## src/rtl/vfd_scan_pkg.sv

```systemverilog
package vfd_scan_pkg;

    // Width of the decoded configuration numbers (pin numbers, counts).
    localparam int CFG_FW = 8;

    typedef logic [CFG_FW-1:0] cfg_num_t;

    typedef enum logic [1:0] {
        DUTY_3_16  = 2'b00,
        DUTY_4_16  = 2'b01,
        DUTY_6_16  = 2'b10,
        DUTY_15_16 = 2'b11
    } duty_e;

    typedef enum logic [1:0] {
        PINS_P0       = 2'b00,
        PINS_P0_P1    = 2'b01,
        PINS_P0_P2    = 2'b10,
        PINS_ALL_SCAN = 2'b11
    } pin_mode_e;

    // Decoded scan configuration carried to the pin multiplexer.
    typedef struct packed {
        logic     disp_on;
        cfg_num_t n_timings;
        cfg_num_t grid_start;
        cfg_num_t n_ports;
    } scan_cfg_t;

    // Lit share of one period, in sixteenths.
    function automatic int lit_sixteenths(duty_e d);
        case (d)
            DUTY_15_16: return 15;
            DUTY_6_16:  return 6;
            DUTY_4_16:  return 4;
            default:    return 3;
        endcase
    endfunction

    // Number of dark ticks at the start of each period.
    function automatic int dark_ticks(int period, duty_e d);
        return (period * (16 - lit_sixteenths(d))) / 16;
    endfunction

    function automatic int timings_for(logic [3:0] code, int most, int least);
        int v;
        v = most - int'(code);
        if (v < least) v = least;
        return v;
    endfunction

    function automatic int first_grid_pin(logic [3:0] code, int base, int lowest);
        int v;
        v = base - int'(code);
        if (v < lowest) v = lowest;
        return v;
    endfunction

    function automatic int ports_for(pin_mode_e m);
        case (m)
            PINS_P0:    return 1;
            PINS_P0_P1: return 2;
            PINS_P0_P2: return 3;
            default:    return 0;
        endcase
    endfunction

endpackage

```

## src/rtl/vfd_period_timer.sv

```systemverilog
module vfd_period_timer
    import vfd_scan_pkg::*;
#(
    parameter int PERIOD = 768,
    parameter int PH_W   = $clog2(PERIOD)
) (
    input  logic            clk,
    input  logic            rst,
    input  logic            tick,
    input  duty_e           duty,
    output logic [PH_W-1:0] phase,
    output logic            wrap,
    output logic            prefetch,
    output logic            blank
);

    localparam logic [PH_W-1:0] LAST  = PH_W'(PERIOD - 1);
    localparam logic [PH_W-1:0] FETCH = PH_W'(PERIOD - 3);

    logic [PH_W-1:0] dark_len;

    always_comb dark_len = PH_W'(dark_ticks(PERIOD, duty));

    assign wrap     = tick && (phase == LAST);
    assign prefetch = tick && (phase == FETCH);
    assign blank    = (phase < dark_len);

    always_ff @(posedge clk) begin
        if (rst) begin
            phase <= '0;
        end else if (tick) begin
            phase <= (phase == LAST) ? '0 : phase + PH_W'(1);
        end
    end

endmodule

```

## src/rtl/vfd_timing_seq.sv

```systemverilog
module vfd_timing_seq
    import vfd_scan_pkg::*;
#(
    parameter int NUM_PINS    = 25,
    parameter int MAX_TIMINGS = 16,
    parameter int IDX_W       = $clog2(MAX_TIMINGS)
) (
    input  logic                clk,
    input  logic                rst,
    input  logic                wrap,
    input  logic                prefetch,
    input  cfg_num_t            n_timings,
    input  logic [NUM_PINS-1:0] ram_rdata,
    output logic [IDX_W-1:0]    ram_addr,
    output logic                ram_rd,
    output logic [IDX_W-1:0]    idx,
    output logic                primed,
    output logic [NUM_PINS-1:0] seg_cur
);

    logic [IDX_W-1:0]    nxt;
    logic                beyond;
    logic                pend;
    logic [NUM_PINS-1:0] seg_next;

    // Scan runs downward; index 0 or an index left over from a larger
    // count restarts at the highest timing.
    assign beyond   = (CFG_FW'(idx) >= n_timings);
    assign nxt      = (idx == '0 || beyond) ? IDX_W'(n_timings - CFG_FW'(1))
                                            : idx - IDX_W'(1);
    assign ram_addr = nxt;
    assign ram_rd   = prefetch;

    always_ff @(posedge clk) begin
        if (rst) begin
            idx      <= '0;
            primed   <= 1'b0;
            pend     <= 1'b0;
            seg_next <= '0;
            seg_cur  <= '0;
        end else begin
            pend <= prefetch;
            if (pend) begin
                seg_next <= ram_rdata;
            end
            if (wrap) begin
                idx     <= nxt;
                primed  <= 1'b1;
                seg_cur <= seg_next;
            end
        end
    end

endmodule

```

## src/rtl/vfd_pin_mux.sv

```systemverilog
module vfd_pin_mux
    import vfd_scan_pkg::*;
#(
    parameter int NUM_PINS  = 25,
    parameter int NUM_PORTS = 3,
    parameter int IDX_W     = 4
) (
    input  scan_cfg_t            cfg,
    input  logic                 blank,
    input  logic                 primed,
    input  logic [IDX_W-1:0]     idx,
    input  logic [NUM_PINS-1:0]  seg_cur,
    input  logic [NUM_PORTS-1:0] port_data,
    output logic [NUM_PINS-1:0]  drive_next
);

    localparam int PORT_BASE = NUM_PINS - NUM_PORTS;

    cfg_num_t idx_w;
    cfg_num_t grid_pin;
    logic     grid_live;
    logic     scan_en;

    assign idx_w     = CFG_FW'(idx);
    assign grid_live = (idx_w < cfg.n_timings);
    assign grid_pin  = cfg.grid_start + cfg.n_timings - CFG_FW'(1) - idx_w;
    assign scan_en   = cfg.disp_on & ~blank & primed;

    for (genvar p = 0; p < NUM_PINS; p++) begin : g_pin
        localparam cfg_num_t PIN_ID = CFG_FW'(p);
        logic scan_bit;

        assign scan_bit = (PIN_ID < cfg.grid_start) ? seg_cur[p]
                                                    : (grid_live && (grid_pin == PIN_ID));

        if (p >= PORT_BASE) begin : g_dual
            localparam int       PB   = NUM_PINS - 1 - p;
            localparam cfg_num_t RANK = CFG_FW'(PB);
            assign drive_next[p] = (RANK < cfg.n_ports) ? port_data[PB]
                                                        : (scan_en & scan_bit);
        end else begin : g_scan
            assign drive_next[p] = scan_en & scan_bit;
        end
    end

endmodule

```

## src/rtl/vfd_scan_ctrl.sv

```systemverilog
module vfd_scan_ctrl
    import vfd_scan_pkg::*;
#(
    parameter int NUM_PINS    = 25,
    parameter int NUM_PORTS   = 3,
    parameter int MAX_TIMINGS = 16,
    parameter int MIN_TIMINGS = 5,
    parameter int PERIOD      = 768,
    parameter int GRID_BASE   = 18,
    parameter int GRID_LOWEST = 8,
    parameter int IDX_W       = $clog2(MAX_TIMINGS),
    parameter int PH_W        = $clog2(PERIOD)
) (
    input  logic                 clk,
    input  logic                 rst,
    input  logic                 osc_en,
    input  logic                 disp_on,
    input  logic [1:0]           duty_sel,
    input  logic [3:0]           count_sel,
    input  logic [3:0]           grid_sel,
    input  logic [1:0]           pin_mode,
    input  logic [NUM_PORTS-1:0] port_data,
    input  logic [NUM_PINS-1:0]  ram_rdata,
    output logic                 ram_rd,
    output logic [IDX_W-1:0]     ram_addr,
    output logic [NUM_PINS-1:0]  drive,
    output logic [PH_W-1:0]      phase_cnt,
    output logic [IDX_W-1:0]     timing_idx,
    output logic                 blank_win
);

    scan_cfg_t           cfg;
    logic                wrap;
    logic                prefetch;
    logic                primed;
    logic [NUM_PINS-1:0] seg_cur;
    logic [NUM_PINS-1:0] drive_next;

    always_comb begin
        cfg.disp_on    = disp_on;
        cfg.n_timings  = CFG_FW'(timings_for(count_sel, MAX_TIMINGS, MIN_TIMINGS));
        cfg.grid_start = CFG_FW'(first_grid_pin(grid_sel, GRID_BASE, GRID_LOWEST));
        cfg.n_ports    = CFG_FW'(ports_for(pin_mode_e'(pin_mode)));
    end

    vfd_period_timer #(
        .PERIOD (PERIOD),
        .PH_W   (PH_W)
    ) u_timer (
        .clk      (clk),
        .rst      (rst),
        .tick     (osc_en),
        .duty     (duty_e'(duty_sel)),
        .phase    (phase_cnt),
        .wrap     (wrap),
        .prefetch (prefetch),
        .blank    (blank_win)
    );

    vfd_timing_seq #(
        .NUM_PINS    (NUM_PINS),
        .MAX_TIMINGS (MAX_TIMINGS),
        .IDX_W       (IDX_W)
    ) u_seq (
        .clk       (clk),
        .rst       (rst),
        .wrap      (wrap),
        .prefetch  (prefetch),
        .n_timings (cfg.n_timings),
        .ram_rdata (ram_rdata),
        .ram_addr  (ram_addr),
        .ram_rd    (ram_rd),
        .idx       (timing_idx),
        .primed    (primed),
        .seg_cur   (seg_cur)
    );

    vfd_pin_mux #(
        .NUM_PINS  (NUM_PINS),
        .NUM_PORTS (NUM_PORTS),
        .IDX_W     (IDX_W)
    ) u_mux (
        .cfg        (cfg),
        .blank      (blank_win),
        .primed     (primed),
        .idx        (timing_idx),
        .seg_cur    (seg_cur),
        .port_data  (port_data),
        .drive_next (drive_next)
    );

    // Registered pin drive: no combinational path from the mode inputs
    // to the high-voltage output stage.
    always_ff @(posedge clk) begin
        if (rst) begin
            drive <= '0;
        end else begin
            drive <= drive_next;
        end
    end

endmodule

```

## config.mk

```make
export PLATFORM = sky130hd
export DESIGN_NAME = vfd_scan_ctrl
export DESIGN_NICKNAME = d
export VERILOG_FILES = /design/src/rtl/vfd_scan_pkg.sv /design/src/rtl/vfd_period_timer.sv /design/src/rtl/vfd_timing_seq.sv /design/src/rtl/vfd_pin_mux.sv /design/src/rtl/vfd_scan_ctrl.sv
export SDC_FILE = /design/constraint.sdc
export NUM_CORES = 1
export LEC_CHECK = 0
export BUFFER_PORTS_ARGS = -buffer_cell sky130_fd_sc_hd__buf_2
export CAP_MARGIN = 10
export CORE_ASPECT_RATIO = 2
export CORE_UTILIZATION = 62
export CTS_BUF_LIST = sky130_fd_sc_hd__clkbuf_4 sky130_fd_sc_hd__clkbuf_8
export DETAILED_ROUTE_END_ITERATION = 7
export PLACE_DENSITY_LB_ADDON = 0.15
export SYNTH_ARGS = -nofsm -noshare
export SYNTH_HDL_FRONTEND = slang
export SYNTH_SLANG_ARGS = --single-unit
```

## constraint.sdc

```tcl
create_clock -name clk -period 9.4 [get_ports clk]
set_clock_uncertainty 0.2 [all_clocks]
set_input_delay 0 -clock clk [delete_from_list [all_inputs] [get_ports clk]]
set_output_delay 0 -clock clk [all_outputs]
set_load 0.05 [all_outputs]
```

==> flow_summary.json <==
{
  "clockBufferDepth": 2,
  "clk_pin_slew_worst_paths_ns": 0.09,
  "worstMarginPinSlew_ns": 0.728,
  "worstSetupEndpointType": "flip-flop",
  "synth_edf_count": 0,
  "die_w_um": 63.0,
  "cp_slowest_cell": "dlygate4sd3_1",
  "io_buffer_count": 88,
  "relSlewSlack": 0.515,
  "yosysWarnings": 0,
  "status": "completed",
  "worstPathCellList": "dlygate4sd3_1 -> buf_2 -> ha_1 -> nand2_1 -> nor2_1 -> a211o_1 -> fa_1 -> inv_1 -> ha_1 -> inv_1 -> fa_1 -> xor2_1 -> inv_2 -> a2111oi_4 -> nand4_1 -> o211ai_1 -> dlygate4sd3_1",
  "switching_share": 0.292,
  "area_growth_syn_to_layout_pct": 23.6,
  "ant_nets": 0,
  "cp_max_fo": 14,
  "p_int_mw": 0.576,
  "viasPerCell": 5.81,
  "grt_usage": 0.313,
  "hold_viol": 0,
  "cts_tree": "done",
  "reg2reg_from": "u_seq.idx[1]",
  "synth_nets": 624,
  "worstRegToRegCells": 11,
  "drt_wl_total_um": 11800,
  "wl_per_cell_um": 15.5,
  "hold-path-cell-count": 5,
  "peakVddDrop_mv": 0.131,
  "cp-start-kind": "input pin",
  "fin_crit_sh": 0.512,
  "synthFlopType": "dfxtp_1",
  "fmax_mhz": 208,
  "core-area_um2": 7210,
  "pin_count": 89,
  "drt_iter0_drc": 249,
  "synth_top_area_cell": "dfxtp_1",
  "worstPathBufferInverterCount": 6,
  "rsz0062_at_grt": "false",
  "setup_tns_ns": 0,
  "mostFrequentLayoutCell": "dfxtp_1",
  "htreeDepth": 3,
  "final_cell_mix": "91 x dfxtp_1, 88 x buf_2, 81 x nand2_1",
  "ys_async_sr_fraction": 0,
  "crit_type": "input pin to flip-flop",
  "fill_cells": 505,
  "syn_inst": 551,
  "drive_above_1_share": 0.179,
  "drcViolationCount": 0,
  "cts_setup_buffers": 0,
  "p_sw_mw": 0.237,
  "max_stage_delay_ns": 0.57,
  "p_leak_nw": 2.42,
  "cts_buffers": 9,
  "grt_max_degree": 73,
  "fin_crit_ns": 4.82,
  "gr-total-overflow": 0,
  "slew_viol_final": 0,
  "root_buffer": "clkbuf_8",
  "die_area_um2": 7810,
  "setup_viol": 0,
  "holdCritStartpoint": "grid_sel[1]",
  "vias": 4439,
  "antenna_found_initial": 0,
  "ys_ff_latch": 91,
  "p_seq_frac": 0.477,
  "synth.top_cell.area_share": 0.395,
  "insertion_delay_ns": 0.36,
  "final_cells": 764,
  "cp_top_family": "buffers and inverters",
  "synth_area_leaders": "dfxtp_1 39%, nand2_1 6.6%, ha_1 6.5%, mux2i_1 5.9%, a21oi_1 5.6%",
  "placed_cells": 708,
  "synth_area_um2": 4610,
  "cap_viol_max_count": 0,
  "combPwrFrac": 0.196,
  "antenna_cells": 0,
  "seq_area_frac_synth": 0.395,
  "row_count": 44,
  "cp_data_required_time_ns": 9.50,
  "place.gp.congestion": 0.884,
  "p_total_mw": 0.813,
  "dr.pass1.iters": 4,
  "syn_avg_cell_area_um2": 8.37,
  "grt_pass1_wl_um": 19200,
  "dpl.hpwl_um": 8200,
  "power.share.clock": 0.327,
  "final_util": 0.791,
  "initial_utilization": 0.640,
  "hold_end": "drive[19]",
  "p_per_area_nw_per_um2": 143,
  "regToRegSetupSlack_ns": 5.41,
  "clock_sink_count": 91,
  "final_nets": 740,
  "fp.dieH_um": 124,
  "yosysUniqueCellTypes": 58,
  "critPathArrivalTime_ns": 4.92,
  "hold_path.class": "input pin to flip-flop",
  "grt_pass1_vias": 4218,
  "timing.rr.end": "drive[23]"
}
-- layout make-up --
cell class                      count  area, um2  share of cell area
Clock buffer                       10        138              0.0241
Tap cell                           92        115              0.0202
Sequential cell                    91       1820               0.319
Inverter                           30        114              0.0200
Timing Repair Buffer              133        878               0.154
Clock inverter                      6       65.1              0.0114
Multi-Input combinational cell    402       2570               0.451
-- cells by family (layout without fill, tap and decap cells) --
group	count (synthesis)	count (layout)	synth area share
DFF	91	91	0.395
AOI/OAI and AO/OA	113	113	0.160
xor gates and xnor gates	12	12	0.0228
adders and majority gates	29	29	0.0868
buffers and inverters	58	179	0.0477
muxes	27	27	0.0586
and+or+nand+nor	221	221	0.229
-- tightest hold or removal path: stages --
cell	delay, ns
buf_2	0.15
nand2_1	0.15
nor2_2	0.12
nand2_1	0.08
a21oi_1	0.05
-- registers in the layout, summed over array words and instances, names as in the netlist --
register,flops
u_seq.seg_next,25
u_seq.pend,1
drive,25
u_seq.idx,4
u_seq.seg_cur,25
u_timer.phase,10
u_seq.primed,1
-- per-layer routing --
| layer | global-route usage | part of all wire | vias to the layer above |
|---|---|---|---|
| met1 | 0.345 | 0.38 | 2103 |
| li1 | - | - | 2154 |
| met3 | 0.0440 | 0.041 | 32 |
| met5 | 0 | 0 | - |
| met2 | 0.568 | 0.54 | 150 |
| met4 | 0.177 | 0.037 | 0 |
-- cells in the mapped netlist (9+ instances only) --
cell      count
nor2_1       55
clkbuf_1     25
o21ai_0      14
nor2b_1       9
nand2_1      81
nand4_1      13
mux2i_1      27
inv_1        28
nand3_1      12
a21oi_1      52
and3_1       14
dfxtp_1      91
ha_1         24
xor2_1        9
-- what timing repair did --
action / in CTS / in global routing
resized for setup: 0 / 0
endpoints found under the hold margin: 40 / 0
hold buffers: 40 / 0
-- worst max path at each step --
stage	startpoint	to	slack, ns	depth (start not counted)
after floorplan	u_seq.idx[1]	ram_addr[2]	5.80	8
after global placement	grid_sel[0]	drive[12]	5.59	13
after detailed placement	grid_sel[0]	drive[22]	5.42	13
after CTS	grid_sel[0]	drive[22]	4.72	15
after global routing	grid_sel[0]	drive[23]	4.32	17
final	grid_sel[0]	drive[23]	4.58	17
-- power by group through the flow --
stage | clock [mW] | sequential [mW] | combinational (mW)
finish | 0.266 | 0.388 | 0.160
global route | 0.284 | 0.388 | 0.174
CTS | 0.269 | 0.388 | 0.157
detailed placement | 0 | 0.397 | 0.145
global placement | 0 | 0.397 | 0.141
floorplan | 0 | 0.402 | 0.101
-- stage by stage --
step	setup slack (ns)	hold slack, ns	instance area (um2)
2_1_floorplan	5.80	-0.105	4610
3_3_place_gp	5.59	0.0239	5100
3_5_place_dp	5.42	0.0297	5100
4_1_cts	4.72	0.0254	5700
5_1_grt	4.32	0.0752	5700
6_report	4.58	0.0371	5700
Power figures use the tool's default switching activity.
